**config.mk**
```make
export PLATFORM = sky130hd
export DESIGN_NAME = rx_frame_gate
export DESIGN_NICKNAME = d
export VERILOG_FILES = /design/src/rtl/rxacc_pkg.sv /design/src/rtl/rxacc_crc32.sv /design/src/rtl/rxacc_field_track.sv /design/src/rtl/rxacc_decide.sv /design/src/rtl/rx_frame_gate.sv
export SDC_FILE = /design/constraint.sdc
export NUM_CORES = 1
export LEC_CHECK = 0
export BUFFER_PORTS_ARGS = -buffer_cell sky130_fd_sc_hd__buf_2
export CAP_MARGIN = 25
export CORE_MARGIN = 5
export CORE_UTILIZATION = 62
export CTS_BUF_LIST = sky130_fd_sc_hd__clkbuf_8
export DETAILED_ROUTE_END_ITERATION = 16
export PLACE_DENSITY = 0.93
export SLEW_MARGIN = 10
export SYNTH_ARGS = -nofsm -noshare
export SYNTH_HDL_FRONTEND = slang
export SYNTH_SLANG_ARGS = --single-unit
```
**constraint.sdc**
```tcl
create_clock -name clk -period 3.6 [get_ports clk]
set_input_delay 0.54 -clock clk [delete_from_list [all_inputs] [get_ports clk]]
set_output_delay 0.54 -clock clk [all_outputs]
set_load 0.01 [all_outputs]
```
**src/rtl/rxacc_pkg.sv**
```systemverilog
package rxacc_pkg;
  localparam logic [31:0] CRC_POLY_REFL = 32'hEDB88320;
  localparam logic [31:0] CRC_INIT      = 32'hFFFFFFFF;
  // good residue C704DD7B in msb-first form, bit-reversed here
  localparam logic [31:0] CRC_GOOD_REFL = 32'hDEBB20E3;

  localparam int HDR_REMOTE = 4;
  localparam int HDR_SHORT  = 3;
  localparam int HDR_ALIGN  = 2;
  localparam int HDR_CRC    = 1;

  typedef struct packed {
    logic remote;
    logic short_err;
    logic align_err;
    logic crc_err;
  } rx_flags_t;

  function automatic logic [31:0] crc32_byte(logic [31:0] c_in, logic [7:0] d);
    logic [31:0] c;
    c = c_in;
    for (int k = 0; k < 8; k++) begin
      if (c[0] ^ d[k]) c = (c >> 1) ^ CRC_POLY_REFL;
      else             c = c >> 1;
    end
    return c;
  endfunction
endpackage

```
**src/rtl/rxacc_crc32.sv**
```systemverilog
module rxacc_crc32
  import rxacc_pkg::*;
(
  input  logic       clk,
  input  logic       rst_n,
  input  logic       beat,
  input  logic       last,
  input  logic [7:0] data,
  output logic       crc_ok_nxt
);
  logic [31:0] crc_q;
  logic [31:0] crc_nxt;

  always_comb begin
    crc_nxt    = crc32_byte(crc_q, data);
    crc_ok_nxt = (crc_nxt == CRC_GOOD_REFL);
  end

  always_ff @(posedge clk) begin
    if (!rst_n)          crc_q <= CRC_INIT;
    else if (beat) begin
      if (last)          crc_q <= CRC_INIT;
      else               crc_q <= crc_nxt;
    end
  end

  // the register restarts from the preset for the next frame
  assert_crc_restart_R5: assert property (@(posedge clk) disable iff (!rst_n)
    (beat && last) |=> (crc_q == CRC_INIT));
  assert_crc_hold_R5: assert property (@(posedge clk) disable iff (!rst_n)
    !beat |=> $stable(crc_q));
endmodule

```
**src/rtl/rxacc_field_track.sv**
```systemverilog
module rxacc_field_track #(
  parameter int CNT_W    = 11,
  parameter int TYPE_OFS = 12
) (
  input  logic             clk,
  input  logic             rst_n,
  input  logic             beat,
  input  logic             last,
  input  logic [7:0]       data,
  output logic [CNT_W-1:0] len_nxt,
  output logic [15:0]      type_nxt,
  output logic             type_seen
);
  localparam logic [CNT_W-1:0] CNT_MAX  = {CNT_W{1'b1}};
  localparam logic [CNT_W-1:0] POS_HI   = CNT_W'(TYPE_OFS);
  localparam logic [CNT_W-1:0] POS_LO   = CNT_W'(TYPE_OFS + 1);
  localparam logic [CNT_W-1:0] POS_DONE = CNT_W'(TYPE_OFS + 2);

  logic [CNT_W-1:0] cnt_q;
  logic [15:0]      type_q;

  always_comb begin
    len_nxt  = (cnt_q == CNT_MAX) ? CNT_MAX : cnt_q + 1'b1;
    type_nxt = type_q;
    if (cnt_q == POS_HI) type_nxt[15:8] = data;
    if (cnt_q == POS_LO) type_nxt[7:0]  = data;
    type_seen = (len_nxt >= POS_DONE);
  end

  always_ff @(posedge clk) begin
    if (!rst_n) begin
      cnt_q  <= '0;
      type_q <= '0;
    end else if (beat) begin
      if (last) begin
        cnt_q  <= '0;
        type_q <= '0;
      end else begin
        cnt_q  <= len_nxt;
        type_q <= type_nxt;
      end
    end
  end

  // length count starts from zero for every frame
  assert_len_restart_R3: assert property (@(posedge clk) disable iff (!rst_n)
    (beat && last) |=> (cnt_q == '0));
  assert_len_hold_R3: assert property (@(posedge clk) disable iff (!rst_n)
    !beat |=> $stable(cnt_q));
endmodule

```
**src/rtl/rxacc_decide.sv**
```systemverilog
module rxacc_decide
  import rxacc_pkg::*;
#(
  parameter int          CNT_W       = 11,
  parameter int          MIN_LEN     = 60,
  parameter int          FCS_BYTES   = 4,
  parameter logic [15:0] REMOTE_TYPE = 16'h0900
) (
  input  logic             clk,
  input  logic             rst_n,
  input  logic             eof,
  input  logic [CNT_W-1:0] len,
  input  logic             crc_ok,
  input  logic [2:0]       tail_bits,
  input  logic [15:0]      type_val,
  input  logic             type_seen,
  input  logic             cfg_accept_bad,
  input  logic             cfg_accept_short,
  input  logic             cfg_remote_en,
  input  logic             buf_full,
  output logic             dec_valid,
  output logic             dec_store,
  output logic [7:0]       hdr_status,
  output logic             evt_rx_pkt,
  output logic             evt_remote,
  output logic             evt_short,
  output logic             evt_align,
  output logic             evt_crc,
  output logic             evt_overflow
);
  localparam logic [CNT_W-1:0] SHORT_LIM = CNT_W'(MIN_LEN + FCS_BYTES);

  rx_flags_t fl;
  logic      allowed;

  always_comb begin
    fl.short_err = (len < SHORT_LIM);
    fl.align_err = |tail_bits;
    fl.crc_err   = !crc_ok;
    fl.remote    = cfg_remote_en && type_seen && (type_val == REMOTE_TYPE);
    allowed = !(fl.short_err && !cfg_accept_short) &&
              !((fl.crc_err || fl.align_err) && !cfg_accept_bad);
  end

  always_ff @(posedge clk) begin
    if (!rst_n || !eof) begin
      dec_valid    <= 1'b0;
      dec_store    <= 1'b0;
      hdr_status   <= '0;
      evt_rx_pkt   <= 1'b0;
      evt_remote   <= 1'b0;
      evt_short    <= 1'b0;
      evt_align    <= 1'b0;
      evt_crc      <= 1'b0;
      evt_overflow <= 1'b0;
    end else begin
      dec_valid              <= 1'b1;
      dec_store              <= allowed && !buf_full;
      hdr_status             <= '0;
      hdr_status[HDR_REMOTE] <= fl.remote;
      hdr_status[HDR_SHORT]  <= fl.short_err;
      hdr_status[HDR_ALIGN]  <= fl.align_err;
      hdr_status[HDR_CRC]    <= fl.crc_err;
      evt_rx_pkt             <= allowed && !buf_full;
      evt_remote             <= allowed && !buf_full && fl.remote;
      evt_short              <= allowed && !buf_full && fl.short_err;
      evt_align              <= allowed && !buf_full && fl.align_err;
      evt_crc                <= allowed && !buf_full && fl.crc_err;
      evt_overflow           <= allowed && buf_full;
    end
  end

  assert_ovf_needs_full_R9: assert property (@(posedge clk) disable iff (!rst_n)
    evt_overflow |-> $past(buf_full));
  assert_short_kept_permitted_R7: assert property (@(posedge clk) disable iff (!rst_n)
    (dec_store && hdr_status[HDR_SHORT]) |-> $past(cfg_accept_short));
  assert_bad_kept_permitted_R7: assert property (@(posedge clk) disable iff (!rst_n)
    (dec_store && (hdr_status[HDR_CRC] || hdr_status[HDR_ALIGN])) |-> $past(cfg_accept_bad));
endmodule

```
**src/rtl/rx_frame_gate.sv**
```systemverilog
module rx_frame_gate #(
  parameter int          CNT_W       = 11,
  parameter int          MIN_LEN     = 60,
  parameter int          FCS_BYTES   = 4,
  parameter int          TYPE_OFS    = 12,
  parameter logic [15:0] REMOTE_TYPE = 16'h0900
) (
  input  logic       clk,
  input  logic       rst_n,
  input  logic       in_valid,
  output logic       in_ready,
  input  logic [7:0] in_data,
  input  logic       in_last,
  input  logic [2:0] in_tail_bits,
  input  logic       cfg_accept_bad,
  input  logic       cfg_accept_short,
  input  logic       cfg_remote_en,
  input  logic       buf_full,
  output logic       dec_valid,
  output logic       dec_store,
  output logic [7:0] hdr_status,
  output logic       evt_rx_pkt,
  output logic       evt_remote,
  output logic       evt_short,
  output logic       evt_align,
  output logic       evt_crc,
  output logic       evt_overflow
);
  logic             beat;
  logic             eof;
  logic             crc_ok_nxt;
  logic [CNT_W-1:0] len_nxt;
  logic [15:0]      type_nxt;
  logic             type_seen;

  assign in_ready = !dec_valid;
  assign beat     = in_valid && in_ready;
  assign eof      = beat && in_last;

  rxacc_crc32 u_crc (
    .clk(clk), .rst_n(rst_n), .beat(beat), .last(in_last),
    .data(in_data), .crc_ok_nxt(crc_ok_nxt)
  );

  rxacc_field_track #(.CNT_W(CNT_W), .TYPE_OFS(TYPE_OFS)) u_track (
    .clk(clk), .rst_n(rst_n), .beat(beat), .last(in_last), .data(in_data),
    .len_nxt(len_nxt), .type_nxt(type_nxt), .type_seen(type_seen)
  );

  rxacc_decide #(
    .CNT_W(CNT_W), .MIN_LEN(MIN_LEN), .FCS_BYTES(FCS_BYTES), .REMOTE_TYPE(REMOTE_TYPE)
  ) u_decide (
    .clk(clk), .rst_n(rst_n), .eof(eof), .len(len_nxt), .crc_ok(crc_ok_nxt),
    .tail_bits(in_tail_bits), .type_val(type_nxt), .type_seen(type_seen),
    .cfg_accept_bad(cfg_accept_bad), .cfg_accept_short(cfg_accept_short),
    .cfg_remote_en(cfg_remote_en), .buf_full(buf_full),
    .dec_valid(dec_valid), .dec_store(dec_store), .hdr_status(hdr_status),
    .evt_rx_pkt(evt_rx_pkt), .evt_remote(evt_remote), .evt_short(evt_short),
    .evt_align(evt_align), .evt_crc(evt_crc), .evt_overflow(evt_overflow)
  );

  assert_single_decision_R2: assert property (@(posedge clk) disable iff (!rst_n)
    dec_valid |=> !dec_valid);
  assert_decision_follows_last_R2: assert property (@(posedge clk) disable iff (!rst_n)
    dec_valid |-> $past(in_valid && in_last));
  assert_events_in_window_R10: assert property (@(posedge clk) disable iff (!rst_n)
    !dec_valid |-> !(evt_rx_pkt || evt_remote || evt_short || evt_align || evt_crc || evt_overflow));
  assert_store_or_overflow_R9: assert property (@(posedge clk) disable iff (!rst_n)
    $countones({dec_store, evt_overflow}) <= 1);
  assert_hdr_quiet_R8: assert property (@(posedge clk) disable iff (!rst_n)
    !dec_valid |-> (hdr_status == 8'h00));
endmodule

```
# After elaboration in Yosys (flattened, before gate mapping)
# Cells that the tools add are included.
[word_totals]
reg_bits = 74
latch_bits = 0
mem_bits_rw = 0
romBits = 0
output_inout_bits = 17
memories = 0
[op_classes]
n_addsub = 1
mul = 0
div = 0
magnitude_cmp = 2
eq_ne = 5
shifts = 0
n_mux = 15
bitwise_logic = 16
reduce_logical = 25
[ops]
columns = ["op", "n"]
rows = [
  ["32-bit 2-to-1 mux", 9],
  ["13-bit inverter with 14-bit output", 8],
  ["32-bit == test, second input constant", 1],
  ["11-bit by 4-bit == test with 1-bit output, second input constant", 2],
  ["11-bit 2-to-1 mux", 2],
  ["16-bit by 12-bit == test with 1-bit output, second input constant", 1],
  ["16-bit 2-to-1 mux", 1],
  ["8-bit 2-to-1 mux", 2],
  ["1-bit logical AND", 13],
  ["11-bit by 1-bit adder with 11-bit output, second input constant", 1],
  ["11-bit == test, second input constant", 1],
  ["11-bit by 4-bit >= comparator with 1-bit output, second input constant", 1],
  ["11-bit by 7-bit < comparator with 1-bit output, second input constant", 1],
  ["1-bit zero test", 9],
  ["1-bit bitwise XOR", 8],
  ["3-bit OR reduction", 1],
  ["1-bit logical OR", 2],
  ["1-bit 2-to-1 mux", 1],
]

# Longest topological paths before layout
[logic_depth]
word_depth = 24
ltp_mapped = 9
ltp_nobuf = 9

# Hierarchy
# Synthesis repeated with hierarchy kept, for this count alone.
[unflattened]
hier_cells = 508
hier_area_um2 = 4501.8
[by_module_without_submodules]
columns = ["mod", "instances", "cells_each", "area_each_um2", "seq_area_each_um2"]
rows = [
  ["rxacc_crc32", 1, 236, 2297.2, 640.6],
  ["rxacc_field_track", 1, 228, 1756.7, 540.5],
  ["rxacc_decide", 1, 41, 429.2, 220.2],
  ["rx_frame_gate", 1, 3, 18.8, 0.0],
]

# Worst setup path after synthesis
# OpenSTA, ideal clock, no wires.
[synth_path]
kind = "input port to flip-flop"
start = "in in_data[5]"
end = "reg u_decide.evt_overflow"
setup_ns = 0.059
arrival_time_ns = 2.677
required_time_ns = 3.541
path_slack_ns = 0.865
path_stages = 7
n_path_buf = 0
cell_sequence = "xnor2_1 -> xnor3_2 -> or4b_1 -> a211o_1 -> a221oi_2 -> nand4_1 -> nand2_1"
[synth_between]
elab_chain_len = 13
[synth_rtl]
columns = ["item", "line_no", "rtl"]
rows = [
  ["start: declaration", "rx_frame_gate.sv:12", "input logic [7:0] in_data,"],
  ["1-bit bitwise XOR (*)", "rxacc_pkg.sv:23", "if (c[0] ^ d[k]) c = (c >> 1) ^ CRC_POLY_REFL;"],
  ["32-bit 2-to-1 mux (*)", "rxacc_pkg.sv:23", ""],
  ["13-bit inverter with 14-bit output (no line)", "-", ""],
  ["32-bit 2-to-1 mux (*)", "rxacc_pkg.sv:23", ""],
  ["13-bit inverter with 14-bit output (no line)", "-", ""],
  ["32-bit 2-to-1 mux (*)", "rxacc_pkg.sv:23", ""],
  ["32-bit == test (*)", "rxacc_crc32.sv:16", "crc_ok_nxt = (crc_nxt == CRC_GOOD_REFL);"],
  ["1-bit zero test (*)", "rxacc_decide.sv:39", "fl.crc_err = !crc_ok;"],
  ["1-bit logical OR (*)", "rxacc_decide.sv:42", "!((fl.crc_err || fl.align_err) && !cfg_accept_bad);"],
  ["1-bit logical AND (*)", "rxacc_decide.sv:42", ""],
  ["1-bit zero test (*)", "rxacc_decide.sv:42", ""],
  ["1-bit logical AND (*)", "rxacc_decide.sv:41", "allowed = !(fl.short_err && !cfg_accept_short) &&"],
  ["1-bit logical AND (*)", "rxacc_decide.sv:69", "evt_overflow <= allowed && buf_full;"],
  ["end signal: assignment", "rxacc_decide.sv:69", ""],
  ["end: declaration", "rxacc_decide.sv:29", "output logic evt_overflow"],
]
# Mark *: on every way between the ends. The rest lies on a longest branch, timed or not.
# A chain may end at the register's enable or synchronous reset.

# Worst setup path after layout
[layout_path]
start = "in in_data[5]"
end = "reg u_decide.evt_short"
[layout_between]
elab_chain_len = 14
[layout_rtl]
columns = ["item", "line_no", "rtl"]
rows = [
  ["1-bit bitwise XOR (*)", "rxacc_pkg.sv:23", ""],
  ["32-bit 2-to-1 mux (*)", "rxacc_pkg.sv:23", ""],
  ["13-bit inverter with 14-bit output (no line)", "-", ""],
  ["32-bit 2-to-1 mux (*)", "rxacc_pkg.sv:23", ""],
  ["13-bit inverter with 14-bit output (no line)", "-", ""],
  ["32-bit 2-to-1 mux (*)", "rxacc_pkg.sv:23", ""],
  ["32-bit == test (*)", "rxacc_crc32.sv:16", ""],
  ["1-bit zero test (*)", "rxacc_decide.sv:39", ""],
  ["1-bit logical OR (*)", "rxacc_decide.sv:42", ""],
  ["1-bit logical AND (*)", "rxacc_decide.sv:42", ""],
  ["1-bit zero test (*)", "rxacc_decide.sv:42", ""],
  ["1-bit logical AND (*)", "rxacc_decide.sv:41", ""],
  ["1-bit logical AND (*) (2 in a row)", "rxacc_decide.sv:66", "evt_short <= allowed && !buf_full && fl.short_err;"],
  ["end signal: assignment", "rxacc_decide.sv:66", ""],
  ["end: declaration", "rxacc_decide.sv:26", "output logic evt_short,"],
]
# Marked as above.

==> metrics <==
number of top-level pins 36; Lkg Pwr 0.00181 uW; RSZ-0062 raised after global routing no; outcome completed; Worst-Margin Slew 874 ps; CORE AREA 0.00668 mm^2; GPL Wtd Cong 0.996; HP Class input pin to register; clock-pin slew on the worst setup and hold paths 70 ps; multiplexer share of the synthesized area 1.97%; clock buffer depth 2; Post-CTS Resized 0; DR WL/cell 17.8 um; ANT nets after route 0; Tmin final 2820 ps; Post-synth EDFFs 0; Layout area overhead 9.06%; fraction of layout cells with a size suffix above 1 14.9%; CTS Buf Count 9; Congestion Overflow GR 0; n_diodes 0; Yosys cell types 63; sequential share of the synthesized area 33.5%; Simple-Gate Fraction of Synth Area 21.3%; Post-Synthesis Cells 467; Post-Synth XOR/XNOR Area 19.3%; Placed Instances 560; asr flop ratio synth 0%; Synth area leaders dfxtp_1 33%, xnor2_1 8.4%, o211ai_1 5.4%; Yosys top cell area share 33.5%; setup repair bufs after CTS 0; clk_skew 6.03 ps; Worst Path Max Fanout 7; post-synthesis compound-gate area fraction 18.6%; commonest non-fill, non-tap cell in the layout dfxtp_1; die footprint 0.00849 mm^2; Peak Freq 354 MHz; Worst-Skew Late Latency 340 ps; Final HPWL DP 7.21 mm; num rows 30; Setup-failing EPs final 0; vias in the first global route 3598; Pwr per Cell Area 549 mW/mm^2; fin. max-slew vios 0; slew margin rel. 41.4%; final setup TNS 0 ps; mapped cell area 0.00418 mm^2; final cell count without fillers 575; initial antenna violation count 0; final WL 10.3 mm; Iteration-0 DRC Markers 417; Hold Violations, Final 0; top_reg_cell synth dfxtp_1; startpoint class of the critical path input pin; vias per cell 6.42; Sink Count 70; Die W 92.2 um; WS Path Type input pin to register; CP arrival 3100 ps; drt drc 0; drt pass-1 iters 6; initial core utilization 62.6%; Worst Path Required 3880 ps; H-tree depth 3; total track usage 24.9%; vias 3694; CTS tree done; post-route clock period utilization 78.4%; Clk Tree Root Cell clkbuf_8; peak supply drop 0.421 mV; most frequent cells in the layout 70 x dfxtp_1, 42 x nand2_1, 40 x xnor2_1, 31 x buf_2, 30 x o211ai_1; first-pass GRT wire length 17.0 mm; #FFs+latches synth 70; Yosys top cell by area dfxtp_1; Max Cap Violations 0; fillcell total 543; adder-cell share of the synthesized area 1.20%; Port Buf Inserts 31; pin count of the biggest net entering global routing 63; die span in y 92.2 um; CTS Hold Bufs 0; Nets 514; Worst setup EP type register; Syn. warnings 0; average size of a mapped cell 8.96 um^2; largest family of logic cells by synthesized area simple AND/OR/NAND/NOR gates
registers in the layout, indices dropped and copies added (netlist names):
register and cells:
u_decide.evt_remote 1, u_decide.evt_crc 1, u_track.cnt_q 11, u_crc.crc_q 32, u_track.type_q 16, u_decide.evt_overflow 1, u_decide.dec_store 1, u_decide.evt_align 1
u_decide.evt_short 1, u_decide.hdr_status 4, u_decide.dec_valid 1
cell families after synthesis:
family / count (synthesis)
compound gates: 109
xor+xnor: 71
fa+ha+maj: 4
buf+inv: 40
flops: 70
mux: 8
other cells: 1
simple gates: 164
synth_stat cells (3+ instances only):
cell type   n
a31oi_1     4
mux2i_1     6
a211oi_1    4
ha_1        4
nand4b_1    5
nand3b_1    3
o221a_2     5
buf_4       5
xor2_1     18
nor4_1      5
a22oi_1    16
nand3_1    13
nor3_1     12
o21ai_1     4
o21ai_0     8
nor2b_1    21
and4_1      3
inv_1      10
nor2_1     21
xnor3_1     6
and2_1      6
and3_1     10
nand4_1     8
nor3b_1     3
clkbuf_1   23
dfxtp_1    70
a21oi_1    17
o211ai_1   30
xnor2_1    40
nand2_1    43
final timing paths:
| check | startpoint | end | slack [ps] | depth (start not counted) |
|---|---|---|---|---|
| setup / recovery | in_data[5] | u_decide.evt_short | 780 | 8 |
| hold / removal | cfg_accept_bad | u_decide.evt_overflow | 480 | 3 |
| setup reg to reg | u_crc.crc_q[5] | u_decide.evt_short | 790 | 7 |
| hold reg to reg | u_crc.crc_q[22] | u_crc.crc_q[22] | 490 | 2 |
area by class of cell:
class | count | area (um^2) | area share (%)
Clock buffer | 11 | 151 | 3.32
Clock inverter | 4 | 22.5 | 0.494
Inverter | 11 | 41.3 | 0.905
Multi-Input combinational cell | 360 | 2630 | 57.7
Sequential cell | 70 | 1400 | 30.7
Tap cell | 80 | 100 | 2.19
Timing Repair Buffer | 39 | 215 | 4.72
power breakdown:
part | internal, uW | leakage (uW) | switching [uW]
combinational | 465 | 0.00114 | 574
sequential | 833 | 0.000572 | 58.8
clock | 280 | 0.0000910 | 294
total | 1580 | 0.00181 | 926
critical path: stages:
cell and delay [ps]:
buf_2 150, xnor2_1 650, xnor3_2 430, or4b_1 510
a211o_1 330, a21boi_1 160, nand4_1 150, a21oi_1 180
per-layer routing:
metal  vias up  routed length, um  global-route usage, %
li1       1732                  -                      -
met1      1772               4220                   31.0
met2       150               4970                   41.1
met3        40                686                   4.35
met4         0                372                   13.2
met5         -                  0                      0
per-stage QoR:
stage	power (uW)	utilization, %	hold slack, ps	cell area [um^2]	worst slack (ps)
floorplan	1700	-	457	4200	865
finish	2500	68.3	479	4560	779
CTS	2490	68.3	459	4560	783
global placement	1900	65.7	467	4390	550
detailed placement	1910	65.7	484	4390	449
global route	2630	68.3	463	4560	540
(Power assumes the default switching activity.)
